[src/rtl/led_stream_pkg.sv]
package led_stream_pkg;
  localparam int BITS_PER_PORT = 3;
  localparam int OFS_FAULT     = 0;
  localparam int OFS_LOCATE    = 1;
  localparam int OFS_ACTIVE    = 2;
  localparam int MSG_FAULT     = 22;
  localparam int MSG_LOCATE    = 19;
  localparam int MSG_ACT_A     = 20;
  localparam int MSG_ACT_B     = 21;
  localparam int MSG_SLOT_LSB  = 8;
  localparam int MSG_SLOT_W    = 8;

  function automatic int reset_slot(input int port, input int first_slot);
    if (port == 0)                return first_slot;
    else if (port <= first_slot)  return port - 1;
    else                          return port;
  endfunction
endpackage

[src/rtl/led_cfg_regs.sv]
module led_cfg_regs
  import led_stream_pkg::*;
#(
  parameter int MAX_PORTS  = 8,
  parameter int DEF_PORTS  = 5,
  parameter int FIRST_SLOT = 4,
  localparam int PW = $clog2(MAX_PORTS),
  localparam int CW = $clog2(MAX_PORTS + 1)
) (
  input  logic                  clk,
  input  logic                  rst,
  input  logic                  cfg_we,
  input  logic                  cfg_is_count,
  input  logic [PW-1:0]         cfg_idx,
  input  logic [CW-1:0]         cfg_val,
  output logic [CW-1:0]         port_count,
  output logic [MAX_PORTS*PW-1:0] map_flat
);
  localparam logic [CW-1:0] CNT_MAX = CW'(MAX_PORTS);

  always_ff @(posedge clk) begin
    if (rst)
      port_count <= CW'(DEF_PORTS);
    else if (cfg_we && cfg_is_count && (cfg_val <= CNT_MAX))
      port_count <= cfg_val;
  end

  for (genvar p = 0; p < MAX_PORTS; p++) begin : g_map
    always_ff @(posedge clk) begin
      if (rst)
        map_flat[p*PW +: PW] <= PW'(reset_slot(p, FIRST_SLOT));
      else if (cfg_we && !cfg_is_count && (cfg_idx == PW'(p)))
        map_flat[p*PW +: PW] <= cfg_val[PW-1:0];
    end
  end

  AST_COUNT_OVER_IGNORED: assert property (@(posedge clk) disable iff (rst)
    (cfg_we && cfg_is_count && (cfg_val > CNT_MAX)) |=> $stable(port_count));
endmodule

[src/rtl/led_pattern_upd.sv]
module led_pattern_upd
  import led_stream_pkg::*;
#(
  parameter int MAX_PORTS = 8,
  parameter int MSG_SLOTS = 15,
  localparam int PW    = $clog2(MAX_PORTS),
  localparam int CW    = $clog2(MAX_PORTS + 1),
  localparam int PAT_W = BITS_PER_PORT * MAX_PORTS
) (
  input  logic                    clk,
  input  logic                    rst,
  input  logic                    accept,
  input  logic [CW-1:0]           req_port,
  input  logic [31:0]             req_msg,
  input  logic [CW-1:0]           port_count,
  input  logic [MAX_PORTS*PW-1:0] map_flat,
  output logic                    start,
  output logic [PAT_W-1:0]        pat_new,
  output logic                    err_q,
  output logic [PAT_W-1:0]        pattern_q
);
  localparam logic [MSG_SLOT_W-1:0] SLOT_LIM = MSG_SLOT_W'(MSG_SLOTS);

  logic [PW-1:0]         slot;
  logic [MSG_SLOT_W-1:0] msg_slot;
  logic                  bad;
  logic                  unused_msg_bits;

  assign msg_slot        = req_msg[MSG_SLOT_LSB +: MSG_SLOT_W];
  assign slot            = map_flat[req_port[PW-1:0]*PW +: PW];
  assign bad             = (req_port >= port_count) || (msg_slot >= SLOT_LIM);
  assign start           = accept && !bad;
  assign unused_msg_bits = ^{req_msg[31:23], req_msg[18:16], req_msg[7:0]};

  always_comb begin
    int base;
    base    = BITS_PER_PORT * int'(slot);
    pat_new = pattern_q;
    pat_new[base + OFS_FAULT]  = req_msg[MSG_FAULT];
    pat_new[base + OFS_LOCATE] = req_msg[MSG_LOCATE];
    pat_new[base + OFS_ACTIVE] = req_msg[MSG_ACT_A] | req_msg[MSG_ACT_B];
  end

  always_ff @(posedge clk) begin
    if (rst) begin
      pattern_q <= '0;
      err_q     <= 1'b0;
    end else begin
      err_q <= accept && bad;
      if (start) pattern_q <= pat_new;
    end
  end

  AST_REJECT_KEEPS_PATTERN: assert property (@(posedge clk) disable iff (rst)
    err_q |-> (pattern_q == $past(pattern_q)));
endmodule

[src/rtl/led_frame_shifter.sv]
module led_frame_shifter
  import led_stream_pkg::*;
#(
  parameter int MAX_PORTS = 8,
  parameter int HALF_CYC  = 6250,
  localparam int CW    = $clog2(MAX_PORTS + 1),
  localparam int PAT_W = BITS_PER_PORT * MAX_PORTS,
  localparam int HW    = $clog2(HALF_CYC),
  localparam int PHW   = $clog2(2 * (1 + PAT_W) + 1)
) (
  input  logic             clk,
  input  logic             rst,
  input  logic             start,
  input  logic [PAT_W-1:0] pat_new,
  input  logic [CW-1:0]    port_count,
  output logic             sclk,
  output logic             sload,
  output logic             sdata,
  output logic             busy
);
  localparam logic [HW-1:0] HALF_M1 = HW'(HALF_CYC - 1);
  localparam logic [HW-1:0] HALF_M2 = HW'(HALF_CYC - 2);

  logic [HW-1:0]    hc;
  logic [PHW-1:0]   ph;
  logic [PHW-1:0]   last_ph;
  logic [PAT_W-1:0] shreg;

  always_ff @(posedge clk) begin
    if (rst) begin
      sclk    <= 1'b1;
      sload   <= 1'b1;
      sdata   <= 1'b1;
      busy    <= 1'b0;
      hc      <= '0;
      ph      <= '0;
      last_ph <= '0;
      shreg   <= '0;
    end else if (!busy) begin
      if (start) begin
        busy    <= 1'b1;
        sclk    <= 1'b1;
        sload   <= 1'b1;
        hc      <= '0;
        ph      <= '0;
        last_ph <= PHW'(2 * BITS_PER_PORT * int'(port_count) + 1);
        shreg   <= pat_new;
      end
    end else begin
      if (hc == HALF_M1) begin
        hc <= '0;
        ph <= ph + 1'b1;
        if (!ph[0])              sclk <= 1'b0;
        else if (ph == last_ph)  busy <= 1'b0;
        else                     sclk <= 1'b1;
      end else begin
        hc <= hc + 1'b1;
      end
      if (ph[0] && (hc == HALF_M2) && (ph != last_ph)) begin
        sload <= 1'b0;
        sdata <= shreg[0];
        shreg <= shreg >> 1;
      end
    end
  end

  AST_FRAME_OPENS: assert property (@(posedge clk) disable iff (rst)
    (start && !busy) |=> (busy && sload && sclk));
  AST_LOAD_DROP_LOW: assert property (@(posedge clk) disable iff (rst)
    $fell(sload) |-> (!sclk && busy));
  AST_DATA_SETUP: assert property (@(posedge clk) disable iff (rst)
    (busy && !$stable(sdata)) |-> !sclk);
  AST_IDLE_HOLD: assert property (@(posedge clk) disable iff (rst)
    (!busy && !start) |=> ($stable(sdata) && $stable(sload) && $stable(sclk)));
endmodule

[src/rtl/led_stream_tx.sv]
module led_stream_tx
  import led_stream_pkg::*;
#(
  parameter int MAX_PORTS  = 8,
  parameter int DEF_PORTS  = 5,
  parameter int FIRST_SLOT = 4,
  parameter int MSG_SLOTS  = 15,
  parameter int HALF_CYC   = 6250
) (
  input  logic                              clk,
  input  logic                              rst,
  input  logic                              cfg_we,
  input  logic                              cfg_is_count,
  input  logic [$clog2(MAX_PORTS)-1:0]      cfg_idx,
  input  logic [$clog2(MAX_PORTS+1)-1:0]    cfg_val,
  input  logic                              req_valid,
  output logic                              req_ready,
  input  logic [$clog2(MAX_PORTS+1)-1:0]    req_port,
  input  logic [31:0]                       req_msg,
  output logic                              req_err,
  output logic                              busy,
  output logic                              sgp_clk,
  output logic                              sgp_load,
  output logic                              sgp_data
);
  localparam int PW    = $clog2(MAX_PORTS);
  localparam int CW    = $clog2(MAX_PORTS + 1);
  localparam int PAT_W = BITS_PER_PORT * MAX_PORTS;

  logic [CW-1:0]           port_count;
  logic [MAX_PORTS*PW-1:0] map_flat;
  logic                    accept;
  logic                    start;
  logic [PAT_W-1:0]        pat_new;
  logic [PAT_W-1:0]        pattern_q;
  logic                    unused_pattern;

  assign req_ready      = !busy;
  assign accept         = req_valid && req_ready;
  assign unused_pattern = ^pattern_q;

  led_cfg_regs #(.MAX_PORTS(MAX_PORTS), .DEF_PORTS(DEF_PORTS), .FIRST_SLOT(FIRST_SLOT)) u_cfg (
    .clk(clk), .rst(rst), .cfg_we(cfg_we), .cfg_is_count(cfg_is_count),
    .cfg_idx(cfg_idx), .cfg_val(cfg_val), .port_count(port_count), .map_flat(map_flat)
  );

  led_pattern_upd #(.MAX_PORTS(MAX_PORTS), .MSG_SLOTS(MSG_SLOTS)) u_pat (
    .clk(clk), .rst(rst), .accept(accept), .req_port(req_port), .req_msg(req_msg),
    .port_count(port_count), .map_flat(map_flat), .start(start), .pat_new(pat_new),
    .err_q(req_err), .pattern_q(pattern_q)
  );

  led_frame_shifter #(.MAX_PORTS(MAX_PORTS), .HALF_CYC(HALF_CYC)) u_shift (
    .clk(clk), .rst(rst), .start(start), .pat_new(pat_new), .port_count(port_count),
    .sclk(sgp_clk), .sload(sgp_load), .sdata(sgp_data), .busy(busy)
  );

  AST_BUSY_FROM_REQUEST: assert property (@(posedge clk) disable iff (rst)
    $rose(busy) |-> $past(req_valid));
  AST_ERR_NOT_BUSY: assert property (@(posedge clk) disable iff (rst)
    req_err |-> !busy);
endmodule

[config.mk]
export PLATFORM = sky130hd
export DESIGN_NAME = led_stream_tx
export DESIGN_NICKNAME = d
export VERILOG_FILES = /design/src/rtl/led_stream_pkg.sv /design/src/rtl/led_cfg_regs.sv /design/src/rtl/led_pattern_upd.sv /design/src/rtl/led_frame_shifter.sv /design/src/rtl/led_stream_tx.sv
export SDC_FILE = /design/constraint.sdc
export NUM_CORES = 1
export LEC_CHECK = 0
export BUFFER_PORTS_ARGS = -buffer_cell sky130_fd_sc_hd__buf_2
export CORE_MARGIN = 1.5
export CORE_UTILIZATION = 55
export CTS_CLUSTER_DIAMETER = 40
export DETAILED_ROUTE_END_ITERATION = 6
export GPL_TIMING_DRIVEN = 0
export PLACE_DENSITY = 0.74
export SYNTH_ARGS = -nofsm -noshare
export SYNTH_HDL_FRONTEND = slang
export SYNTH_SLANG_ARGS = --single-unit
[constraint.sdc]
create_clock -name clk -period 12.1 [get_ports clk]
set_input_delay 3.025 -clock clk [delete_from_list [all_inputs] [get_ports clk]]
set_output_delay 3.025 -clock clk [all_outputs]
set_load 0.005 [all_outputs]
; ---- Yosys cells after proc, flatten, opt, wreduce, memory -nomap -nowiden
; Cells that the tools add are included.
[totals]
ff_bits = 106
inputBits = 48
output_inout_bits = 6
wordCells = 113
[op_classes]
addsub = 5
n_mul = 3
order_cmp = 9
n_eq_ne = 14
shifts = 1
n_mux = 30
bitwise = 2
reduce_logical = 30
[ops]
columns = op, n
row1 = $ge 32x1->1 const B, 3
row2 = $lt 32x7->1 const B, 3
row3 = $bwmux 24, 3
row4 = $mux 24, 3
row5 = $mux 13, 3
row6 = $add 32x2->32 const B, 1
row7 = $add 32x3->32 const B, 1
row8 = $eq 13x13->1 const B, 2
row9 = $shiftx 24x6->3, 1
row10 = $logic_and 1x1->1, 19
row11 = $mux 6, 3
row12 = $demux 1 s5, 3
row13 = $mux 1, 15
row14 = $add 13x1->13 const B, 1
row15 = $eq 3x3->1 const B, 4
row16 = $ge 8x4->1 const B, 1
row17 = $reduce_and 2->1, 4
row18 = $add 6x1->6 const B, 1
row19 = $add 6x2->6 const B, 1
row20 = $eq 3x2->1 const B, 2
row21 = $eq 6x6->1, 1
row22 = $ne 6x6->1, 1
row23 = $mul 2x3->5 const A, 1
row24 = $mul 2x4->5 const A, 1
row25 = 13 further kinds, 16

; ---- Depth between registers and ports, before layout
; Gate-level depths: netlist (run 1).
[logic_depth]
ltp_word = 12
depth_mapped = 17

; ---- Cells and area by module
; A second synthesis (run 1) with hierarchy kept.
[unflattened]
hier_cells = 856
area_unflattened_um2 = 7443.4
[modules_own_cells]
columns = module, instances, cells_each, area_per_inst_um2
row1 = led_pattern_upd, 1, 450, 3504.6
row2 = led_frame_shifter, 1, 293, 2801.4
row3 = led_cfg_regs, 1, 111, 1127.3
row4 = led_stream_tx, 1, 2, 10.0

; ---- Worst setup path before layout (run 1)
; No wires, ideal clock.
[synth_path]
kind = input port to flip-flop
startpoint = in req_port[1]
endpoint = reg u_shift.shreg[19]
arrival_time_ns = 6.947
required_ns = 11.970
slack_ns = 5.023
path_stages = 16
path_cell_list = buf_2 > mux4_2 > mux2i_1 > inv_1 > ha_1 > fa_1 > ha_1 > clkbuf_1 > and3_1 > clkbuf_1 > buf_2 > or4_1 > o311ai_1 > mux2_1 > a21oi_1 > nor3_2
[synth_between]
elab_chain_len = 12
elab_cells_between_ends = 31
[synth_lines]
columns = item, line
row1 = from (decl), led_stream_tx.sv:18  ; input logic [$clog2(MAX_PORTS+1)-1:0] req_port,
row2 = $mul 3x2->5, led_pattern_upd.sv:30  ; assign slot = map_flat[req_port[PW-1:0]*PW +: PW];
row3 = $shiftx 24x6->3, led_pattern_upd.sv:30
row4 = $mul 2x3->5, led_pattern_upd.sv:37  ; base = BITS_PER_PORT * int'(slot);
row5 = "$add 32x2->32, or another cell as far along", led_pattern_upd.sv:40  ; pat_new[base + OFS_LOCATE] = req_msg[MSG_LOCATE];
row6 = "$ge 32x1->1 (not written as such), or another cell as far along", led_pattern_upd.sv:40
row7 = $logic_and 1x1->1 (not written as such) or $mux 1 (tied branches), "led_pattern_upd.sv:40, led_pattern_upd.sv:39"
row8 = $mux 1 (not written as such) or $demux 1 s5 (tied branches), --
row9 = $demux 1 s5 or $bwmux 24 (tied branches), --
row10 = $bwmux 24, led_pattern_upd.sv:40
row11 = $bwmux 24, led_pattern_upd.sv:41  ; pat_new[base + OFS_ACTIVE] = req_msg[MSG_ACT_A] | req_msg[MSG_ACT_B];
row12 = $mux 24, led_frame_shifter.sv:40  ; if (start) begin
row13 = $mux 24, led_frame_shifter.sv:39  ; end else if (!busy) begin
row14 = to (signal assigned), led_frame_shifter.sv:47  ; shreg <= pat_new;
row15 = to (signal assigned), led_frame_shifter.sv:62  ; shreg <= shreg >> 1;
row16 = to (decl), led_frame_shifter.sv:27  ; logic [PAT_W-1:0] shreg;
; Several ways; a longest one is shown, not always the timed one. The select of a mux whose other input is x is not followed.
; A chain may end at the register's enable or synchronous reset.

; ---- Worst setup path after layout (run 1)
[layout_path]
startpoint = in req_port[1]
endpoint = reg u_pat.pattern_q[8]
[layout_between]
elab_chain_len = 10
elab_cells_between_ends = 27
[layout_lines]
columns = item, line
row1 = $mul 3x2->5, led_pattern_upd.sv:30
row2 = $shiftx 24x6->3, led_pattern_upd.sv:30
row3 = $mul 2x3->5, led_pattern_upd.sv:37
row4 = "$add 32x2->32, or another cell as far along", led_pattern_upd.sv:40
row5 = "$ge 32x1->1 (not written as such), or another cell as far along", led_pattern_upd.sv:40
row6 = $logic_and 1x1->1 (not written as such) or $mux 1 (tied branches), "led_pattern_upd.sv:40, led_pattern_upd.sv:39"
row7 = $mux 1 (not written as such) or $demux 1 s5 (tied branches), --
row8 = $demux 1 s5 or $bwmux 24 (tied branches), --
row9 = $bwmux 24, led_pattern_upd.sv:40
row10 = $bwmux 24, led_pattern_upd.sv:41
row11 = to (signal assigned), led_pattern_upd.sv:50  ; if (start) pattern_q <= pat_new;
row12 = to (decl), led_pattern_upd.sv:20  ; output logic [PAT_W-1:0] pattern_q
; Several ways; a longest one is shown, not always the timed one.

==> results of run 1 <==
## power by group through the flow
stage,Combinational [uW],Clock (uW),Sequential (uW)
3_3_place_gp,244,0,362
5_1_grt,276,308,355
6_report,259,293,354
3_5_place_dp,248,0,362
4_1_cts,250,293,354
2_1_floorplan,179,0,362
## synthesized netlist by cell type (4+ instances only)
cell	number
a211oi_1	26
a211oi_2	4
a21o_1	6
a21oi_1	45
a311oi_1	10
a31o_2	4
a31oi_1	19
a32oi_1	7
a41o_1	10
and2_1	4
and3_1	16
and4_1	7
buf_1	6
buf_2	7
clkbuf_1	63
dfxtp_1	106
ha_1	20
inv_1	21
mux2_2	12
mux2i_1	48
nand2_1	67
nand2b_1	7
nand3_1	60
nand3b_1	13
nand4_1	23
nor2_1	84
nor2b_1	5
nor3_1	21
nor3b_1	4
nor4_2	4
o211ai_1	5
o21ai_0	17
o21ai_1	8
o31ai_1	5
o41ai_1	13
or4_1	17
xnor2_1	7
xor2_1	7
## worst min-delay path by stage
stage / slack, ps / depth (start not counted) / end / start
global route: 470 / 2 / u_shift.sload / u_shift.sload
detailed placement: 440 / 2 / u_shift.sload / u_shift.sload
global placement: 430 / 2 / u_shift.sload / u_shift.sload
CTS: 450 / 2 / u_shift.sload / u_shift.sload
finish: 450 / 2 / u_shift.sload / u_shift.sload
floorplan: 430 / 2 / u_pat.pattern_q[23] / u_pat.pattern_q[23]
## final cells by class
cell class	instances	area (sq um)	share of cell area, %
timing repair buffer	29	145	1.91
tap	168	210	2.76
clock inverter	6	62.6	0.822
multi-input combinational	652	4420	58.1
inverter	22	82.6	1.09
sequential	106	2120	27.9
clock buffer	9	225	2.96
buffer	81	343	4.51
## state kept, by name, indices dropped and copies added, names as in the netlist
name / count
u_cfg.map_flat: 24
u_pat.pattern_q: 24
u_shift.shreg: 24
u_shift.hc: 13
u_shift.last_ph: 6
u_shift.ph: 6
u_cfg.port_count: 4
u_pat.err_q: 1
u_shift.busy: 1
u_shift.sclk: 1
u_shift.sdata: 1
u_shift.sload: 1
## stage by stage
step | util, % | hold WS (ps) | cells | setup WS, ps | cell area (sq um)
4_1_cts | 62.6 | 451 | 1073 | 4470 | 7610
3_3_place_gp | 60.2 | 432 | 1058 | 4160 | 7320
6_report | 62.6 | 453 | 1073 | 4380 | 7610
5_1_grt | 62.6 | 473 | 1073 | 4150 | 7610
3_5_place_dp | 60.2 | 441 | 1058 | 4120 | 7320
2_1_floorplan | - | 425 | 861 | 5020 | 6970
## metal layers
metal / global-route usage [%] / vias to the layer above / wire [um]
met5: 0 / - / 0
met3: 5.86 / 68 / 1560
met4: 19.1 / 0 / 1010
li1: - / 3299 / -
met2: 51.2 / 380 / 9460
met1: 41.0 / 3306 / 8910
## cells by family (layout without fill, tap and decap cells)
logic type | count (synthesis) | after routing | synth area share [%]
multiplexers | 66 | 66 | 10.2
AND/OR/NAND/NOR | 345 | 345 | 25.6
buffers and inverters | 103 | 147 | 6.11
flip-flops | 106 | 106 | 30.5
AO/OA/AOI/OAI | 205 | 205 | 21.7
adder cells (fa/ha/maj) | 22 | 22 | 4.17
XOR/XNOR | 14 | 14 | 1.76
## tightest hold or removal path, cell delays in order (launching register included)
cell and delay (ps):
dfxtp_1 310, nand2_1 50, nand2_1 50
==> flow_metrics.tcl, run 1 <==
set metrics [dict create \
    antenna_found_initial 0 \
    antenna_left 0 \
    synthCells 861 \
    fmax_ghz 0.129 \
    startpoint_type "input pin" \
    io_buffers 29 \
    p_total_uw 906 \
    syn_to_final_growth_pct 9.23 \
    slowest_delay_ps 580 \
    path_class "input pin to flop" \
    reg2reg_to "u_pat.pattern_q[8]" \
    worst-path-stages 16 \
    cts_tree "yes" \
    cts_inserted_buffers 9 \
    syn_area_per_cell_sq_um 8.09 \
    finalCritPeriodShare_pct 63.8 \
    yosysTopAreaCellShare_pct 30.5 \
    max_cap_violations 0 \
    hold_violations 0 \
    synth_edf_count 0 \
    synthDistinctLibCells 67 \
    holdBufCountCts 0 \
    drive_gt1_share_pct 11.0 \
    netlist_area_sq_um 6970 \
    antenna_cells 0 \
    vias 7053 \
    r2r_cells 14 \
    design.core.area_sq_um 12200 \
    async_reset_ff_share_pct 0 \
    die_x_um 116 \
    timing.critical_path.buf_inv 5 \
    report.final.slew_viol_count 0 \
    worst_ir_drop_vdd_v 0.0000831 \
    synth_ff_type "dfxtp_1" \
    powerDensity_nw_per_um2 119 \
    h-tree-depth 3 \
    tns_ps 0 \
    worstSkewPairLatency_ps 370 \
    crit_start "req_port[1]" \
    p_int_uw 572 \
    period_minus_slack_ps 7720 \
    synth_seq_area_share_pct 30.5 \
    rr_startpoint "u_cfg.map_flat[1]" \
    r2r_slack_ps 7150 \
    drt_iter0_drc 702 \
    ys_warn_count 0 \
    die_h_um 116 \
    slew_headroom_pct 36.5 \
    power_frac_seq_pct 39.1 \
    status "complete, no violations" \
    cp.arrival_ps 7940 \
    wl_per_cell_um 19.5 \
    overflow 0 \
    p_clk_share_pct 32.3 \
    finalWirelength_um 20900 \
    crit_path_end "u_pat.pattern_q[8]" \
    cts-resized-gates 0 \
    grt_pass1_wl_um 33600 \
    synth_seq_cells 106 \
    start_util_pct 57.3 \
    synth_area_leaders "dfxtp_1 30%, mux2i_1 6.9%, nor2_1 4.5%" \
    final_common_cell "dfxtp_1" \
    hpwl_um 15300 \
    cp_max_fo 10 \
    yosys.area.top_type "dfxtp_1" \
    synth_nets 931 \
    cp.required_ps 12320 \
    rows 40 \
    tightestPinTransition_ps 945 \
    sw_frac_of_total_pct 36.8 \
    gp_congestion 0.960 \
    via_per_inst 6.57 \
    leakagePower_uw 0.00287 \
    root_buffer "clkbuf_16" \
    grt_max_degree 20 \
    rsz0062_at_grt "no" \
    dieArea_sq_um 13300 \
    nFillCells 1046 \
    finalClockSkew_ps 10.9 \
    hold_path_class "flop to flop" \
    clockBufferDepth 2 \
    power_switching_uw 334 \
    clock-sinks 106 \
    final_net_count 971 \
    end_kind "flop" \
    cp_top_family "multiplexers" \
    final_cell_mix "106 x dfxtp_1, 84 x nor2_1, 67 x nand2_1" \
    drcViolationCount 0 \
    grt_use_total_pct 32.2 \
    path_clk_slew_ps 70 \
    cpMaxStageDelayCell "o41ai_1" \
    p_comb_share_pct 28.6 \
    crit_path_cell_trace "buf_2, buf_2, mux4_2, mux2i_1, inv_1, ha_1, fa_1, ha_1, clkbuf_1, and3_1, clkbuf_1, nor4_1, o41ai_1, mux2_1, a21oi_1, a211oi_1" \
    setup_viol 0 \
    pin_count 54 \
    post_cts_buffers 0 \
    firstDrtPassIters 6 \
    first_global_vias 6527 \
]
No activity file was read; power rests on OpenSTA's default activity.
==> run 2: changes to the inputs <==
--- a/config.mk
+++ b/config.mk
@@ -11,7 +11,7 @@
 export CTS_CLUSTER_DIAMETER = 40
 export DETAILED_ROUTE_END_ITERATION = 6
 export GPL_TIMING_DRIVEN = 0
-export PLACE_DENSITY = 0.74
+export PLACE_DENSITY = 0.77
 export SYNTH_ARGS = -nofsm -noshare
 export SYNTH_HDL_FRONTEND = slang
 export SYNTH_SLANG_ARGS = --single-unit
==> constraint.sdc (replaced) <==
create_clock -name clk -period 6.9 [get_ports clk]
set_input_delay 1.725 -clock clk [delete_from_list [all_inputs] [get_ports clk]]
set_output_delay 1.725 -clock clk [all_outputs]
set_load 0.005 [all_outputs]
==> run 2 against run 1 <==
Power is 80% higher. Global-route usage down 0.29 points. Clock-buffer cell count unchanged. Routed wire length decreased by 1.7%.
==> flow_metrics.tcl, run 2 (synthesis results as in run 1) <==
set metrics [dict create \
    stdcell_area_sq_um 7640 \
    wl_per_cell_um 19.2 \
    h-tree-depth 3 \
    fin_util_pct 62.8 \
    hpwl_um 14900 \
    setup_ws_ps 370 \
    rr_startpoint "u_cfg.map_flat[10]" \
    post-place-ws_ps 100 \
    r2r_cells 15 \
    tns_ps 0 \
    tightestPinTransition_ps 843 \
    use_met3_pct 7.27 \
    syn_to_final_growth_pct 9.66 \
    startpoint_type "input pin" \
    rsz0062_at_grt "no" \
    slew_headroom_pct 43.7 \
    cts_tree "yes" \
    post_cts_buffers 0 \
    dieArea_sq_um 13300 \
    gp_congestion 0.974 \
    pin_count 54 \
    firstDrtPassIters 7 \
    gr-usage-met1_pct 43.2 \
    via_per_inst 6.47 \
    antenna_found_initial 0 \
    period_minus_slack_ps 6530 \
    status "complete, no violations" \
    hold_path_end "u_cfg.map_flat[1]" \
    busiest_layer "met2" \
    max_cap_violations 0 \
    cp_max_fo 10 \
    start_util_pct 57.3 \
    clockBufferDepth 2 \
    fmax_ghz 0.153 \
    antenna_left 0 \
    drt_iter0_drc 733 \
    hold_path_class "flop to flop" \
    cp.required_ps 7140 \
    hp-start "u_cfg.map_flat[1]" \
    clock-sinks 106 \
    r2r_slack_ps 1810 \
    die_x_um 116 \
    min_path_cells 2 \
    finalWirelength_um 20600 \
    grt_pass1_wl_um 33100 \
    top_regs "u_cfg.map_flat (24), u_pat.pattern_q (24), u_shift.shreg (24)" \
    cp.arrival_ps 6770 \
    finalClockSkew_ps 13.1 \
    worst_ir_drop_vdd_v 0.000201 \
    final_common_cell "dfxtp_1" \
    reg2reg_to "u_shift.shreg[13]" \
    overflow 0 \
    first_global_vias 6345 \
    grt_max_degree 21 \
    final_cell_mix "106 x dfxtp_1, 84 x nor2_1, 67 x nand2_1" \
    path_class "input pin to flop" \
    grt_use_total_pct 31.9 \
    design.core.area_sq_um 12200 \
    report.final.slew_viol_count 0 \
    root_buffer "clkbuf_16" \
    final_net_count 971 \
    dpl_cell_area_sq_um 7320 \
    path_clk_slew_ps 80 \
    setup_viol 0 \
    drcViolationCount 0 \
    finalCritPeriodShare_pct 94.6 \
    met2_usage_pct 49.3 \
    vias 6948 \
    hold_violations 0 \
    powerDensity_nw_per_um2 213 \
    drive_gt1_share_pct 11.1 \
    holdBufCountCts 0 \
    leakagePower_uw 0.00289 \
    rows 40 \
    io_buffers 29 \
    antenna_cells 0 \
    cts-resized-gates 0 \
    die_h_um 116 \
    end_kind "flop" \
    worstSkewPairLatency_ps 370 \
    cts_inserted_buffers 9 \
]
run 2: cell count changes in the layout (fill, tap and decap cells not counted):
cell       previous run  this run
bufinv_16             0         1
inv_6                 2         3
clkinv_4              2         1
run 2: metrics by stage:
| step | hold WS [ps] | std cells | total power [uW] |
|---|---|---|---|
| 2_1_floorplan | 425 | 861 | 949 |
| 6_report | 464 | 1074 | 1630 |
| 3_3_place_gp | 453 | 1058 | 1060 |
| 5_1_grt | 489 | 1074 | 1690 |
| 4_1_cts | 465 | 1074 | 1610 |
| 3_5_place_dp | 454 | 1058 | 1070 |
run 2: layout make-up:
class	count	area (sq um)
fillers	1119	4520
plain buffers	81	343
flip-flops and latches	106	2120
inverters	22	82.6
clock buffers	9	225
clock inverters	7	92.6
repair buffers	29	145
multi-input cells	652	4420
well taps	168	210
run 2: how the worst max path moves through the flow:
stage	from	end	slack, ps
after global placement	req_port[1]	u_pat.pattern_q[8]	210
after global routing	req_port[1]	u_pat.pattern_q[8]	50
after detailed placement	req_port[1]	u_pat.pattern_q[8]	100
after floorplan	req_port[1]	u_shift.shreg[19]	1120
after CTS	req_port[1]	u_pat.pattern_q[8]	470
final	req_port[1]	u_shift.shreg[13]	370
run 2: critical path, cell delays in order:
cell	delay, ps
buf_2	90
buf_2	250
mux4_2	530
mux2i_1	490
inv_1	250
ha_1	290
fa_1	550
ha_1	160
clkbuf_1	340
and3_1	220
clkbuf_1	290
buf_2	290
o21ai_1	280
a21oi_1	320
a211oi_2	100
a211oi_1	450
o41ai_1	130
run 2: routing by layer:
metal,up-vias,share of wire (%)
met3,56,8.5
met1,3249,44
met5,-,0
met4,0,3.7
li1,3300,-
met2,343,44
run 2: report_power, final:
group	switching, uW	leakage [uW]	internal [uW]
logic	320	0.00188	134
clock network	261	0.000156	292
registers	4.01	0.000856	617
total	584	0.00289	1040
==> run 3: changes to the inputs <==
--- a/config.mk
+++ b/config.mk
@@ -14,4 +14,5 @@
 export PLACE_DENSITY = 0.77
 export SYNTH_ARGS = -nofsm -noshare
 export SYNTH_HDL_FRONTEND = slang
+export SYNTH_HIERARCHICAL = 1
 export SYNTH_SLANG_ARGS = --single-unit
==> run 3 against run 2 <==
Worst setup slack improved by 280 ps. Sequential cell count unchanged. Sequential power about the same. Maximum frequency increased by 4.5%. Sequential share of layout area decreased by 1.6 points. Combinational power decreased by 6.8%. Register-to-register slack improved by 90 ps. Clock skew decreased by 1.4 ps. Hold slack got worse by 1.1 ps. Power decreased by 4.4%. Global-route usage decreased by 3.4 points.
==> flow_metrics.tcl, run 3 <==
set metrics [dict create \
    rsz0062_at_grt "no" \
    power_frac_seq_pct 40.0 \
    synth_common_cells "106 x dfxtp_1, 105 x nor2_1, 91 x mux2i_1, 65 x nand2_1, 37 x clkbuf_1" \
    design.core.area_sq_um 13200 \
    die_x_um 119 \
    holdBufCountCts 0 \
    cts-resized-gates 0 \
    ys_warn_count 6 \
    period_minus_slack_ps 6250 \
    path_class "input pin to flop" \
    synth_seq_area_share_pct 28.5 \
    start_util_pct 56.2 \
    syn_to_final_growth_pct 8.88 \
    gp_congestion 1.01 \
    io_buffers 31 \
    antenna_left 0 \
    slew_headroom_pct 46.2 \
    drcViolationCount 0 \
    synth_area_leaders "dfxtp_1 29%, mux2i_1 12%, nor2_1 5.3%" \
    grt_use_total_pct 28.5 \
    crit_path_cell_trace "buf_6, mux4_2, mux2i_1, inv_1, ha_1, fa_1, ha_1, clkbuf_1, nand4_1, buf_2, o21a_1, nand2_1, mux2i_1, mux2_2, mux2i_1, a221oi_2" \
    first_global_vias 6489 \
    overflow 0 \
    clock-sinks 106 \
    tightestPinTransition_ps 806 \
    cts_tree "yes" \
    leakagePower_uw 0.00297 \
    worst_ir_drop_vdd_v 0.000191 \
    root_buffer "clkbuf_16" \
    powerDensity_nw_per_um2 192 \
    max_cap_violations 0 \
    cts_inserted_buffers 9 \
    die_h_um 119 \
    timing.critical_path.buf_inv 4 \
    setup_viol 0 \
    report.final.slew_viol_count 0 \
    cpMaxStageDelayCell "fa_1" \
    top_regs "u_cfg/map_flat (24), u_pat/pattern_q (24), u_shift/shreg (24)" \
    grt_pass1_wl_um 32500 \
    end_kind "flop" \
    hold_violations 0 \
    synth_edf_count 0 \
    h-tree-depth 3 \
    p_total_uw 1560 \
    hpwl_um 14500 \
    finalWirelength_um 20000 \
    path_clk_slew_ps 70 \
    finalClockSkew_ps 11.6 \
    antenna_found_initial 0 \
    clockBufferDepth 2 \
    netlist_area_sq_um 7440 \
    synthCells 856 \
    use_met3_pct 5.46 \
    p_clk_share_pct 32.8 \
    synthDistinctLibCells 85 \
    p_comb_share_pct 27.2 \
    tns_ps 0 \
    syn_area_per_cell_sq_um 8.70 \
    cp_top_family "multiplexers" \
    final_cell_mix "106 x dfxtp_1, 105 x nor2_1, 91 x mux2i_1" \
    hold_path_class "flop to flop" \
    vias 6823 \
    rows 42 \
    min_path_cells 1 \
    power_switching_uw 539 \
    fmax_ghz 0.160 \
    drt_iter0_drc 604 \
    post_cts_buffers 0 \
    gr-usage-met1_pct 37.9 \
    yosysTopAreaCellShare_pct 28.5 \
    slowest_delay_ps 640 \
    synth_seq_cells 106 \
    cp.arrival_ps 6520 \
    async_reset_ff_share_pct 0 \
    worst-path-stages 16 \
    r2r_cells 15 \
    final_net_count 968 \
    met2_usage_pct 45.1 \
    yosysMostFrequentCell "dfxtp_1" \
    worstSkewPairLatency_ps 360 \
    antenna_cells 0 \
    pin_count 54 \
    drive_gt1_share_pct 16.3 \
    finalCritPeriodShare_pct 90.6 \
    startpoint_type "input pin" \
    yosys.area.top_type "dfxtp_1" \
    dieArea_sq_um 14200 \
    cp_max_fo 10 \
    sw_frac_of_total_pct 34.7 \
    wl_per_cell_um 18.5 \
    crit_top_cell "mux2i_1" \
    grt_max_degree 19 \
    cp.required_ps 7170 \
    via_per_inst 6.32 \
    busiest_layer "met2" \
    p_int_uw 1020 \
    status "complete, no violations" \
    synth_ff_type "dfxtp_1" \
    firstDrtPassIters 6 \
    synth_nets 926 \
    final_common_cell "dfxtp_1" \
]
[run 3: changes by cell type in the layout (fill, tap and decap cells not counted), sizes merged, moves of 11 or more]
cell and change:
a211oi -13, a21oi -17, a221oi +26, a31oi -12, clkbuf -24, mux2i +44
nand2b +15, nand3 -25, nor2 +23, o41ai -11, or4 -16
[run 3: cell type report]
| class | count | area [sq um] |
|---|---|---|
| Buffer | 63 | 294 |
| Clock buffer | 11 | 243 |
| Clock inverter | 5 | 42.5 |
| Fill cell | 1215 | 5140 |
| Inverter | 18 | 70.1 |
| Multi-Input combinational cell | 669 | 4960 |
| Sequential cell | 106 | 2120 |
| Tap cell | 176 | 220 |
| Timing Repair Buffer | 31 | 155 |
[run 3: final timing paths]
check / slack (ps) / endpoint / startpoint
worst min register to register: 460 / u_shift/sclk / u_shift/sclk
worst max-delay path: 650 / u_shift/shreg[9] / req_port[0]
worst min-delay path: 460 / u_shift/sclk / u_shift/sclk
worst max register to register: 1900 / u_shift/shreg[9] / u_cfg/map_flat[22]
[run 3: power groups by stage]
stage,Combinational (uW),Clock (uW),Sequential (uW)
after floorplan,302,0,636
after global placement,405,0,637
after detailed placement,409,0,637
after CTS,411,519,623
after global routing,455,543,624
final,423,510,623
[run 3: metal layers]
| layer | part of all wire [%] | wire [um] |
|---|---|---|
| met5 | 0 | 0 |
| met4 | 4.0 | 794 |
| met3 | 7.5 | 1490 |
| met2 | 45 | 8930 |
| met1 | 44 | 8780 |
[run 3: logic make-up after synthesis]
kind of cell / synth area share, %
compound gates: 20.7
xor+xnor: 1.88
fa+ha+maj: 3.90
buf+inv: 4.89
simple gates: 23.0
mux: 17.1
flops: 28.5
[run 3: metrics by stage]
stage          utilization [%]  cell area [sq um]  std cells  hold slack (ps)  worst slack [ps]
6_report                  61.2               8100       1079              463               652
5_1_grt                   61.2               8100       1079              492               422
4_1_cts                   61.2               8100       1079              470               718
3_5_place_dp              59.0               7820       1063              450               335
3_3_place_gp              59.0               7820       1063              445               386
2_1_floorplan                -               7440        856              439              1150
[run 3: worst reg2reg max path: stages (launching register included)]
cell      delay (ps)
dfxtp_1          310
mux4_2           460
mux2i_1          510
inv_1            250
ha_1             350
fa_1             640
ha_1             320
clkbuf_1         370
nand4_1          280
buf_2            280
o21a_1           260
nand2_1          130
mux2i_1          180
mux2_2           180
mux2i_1           80
a221oi_2         290
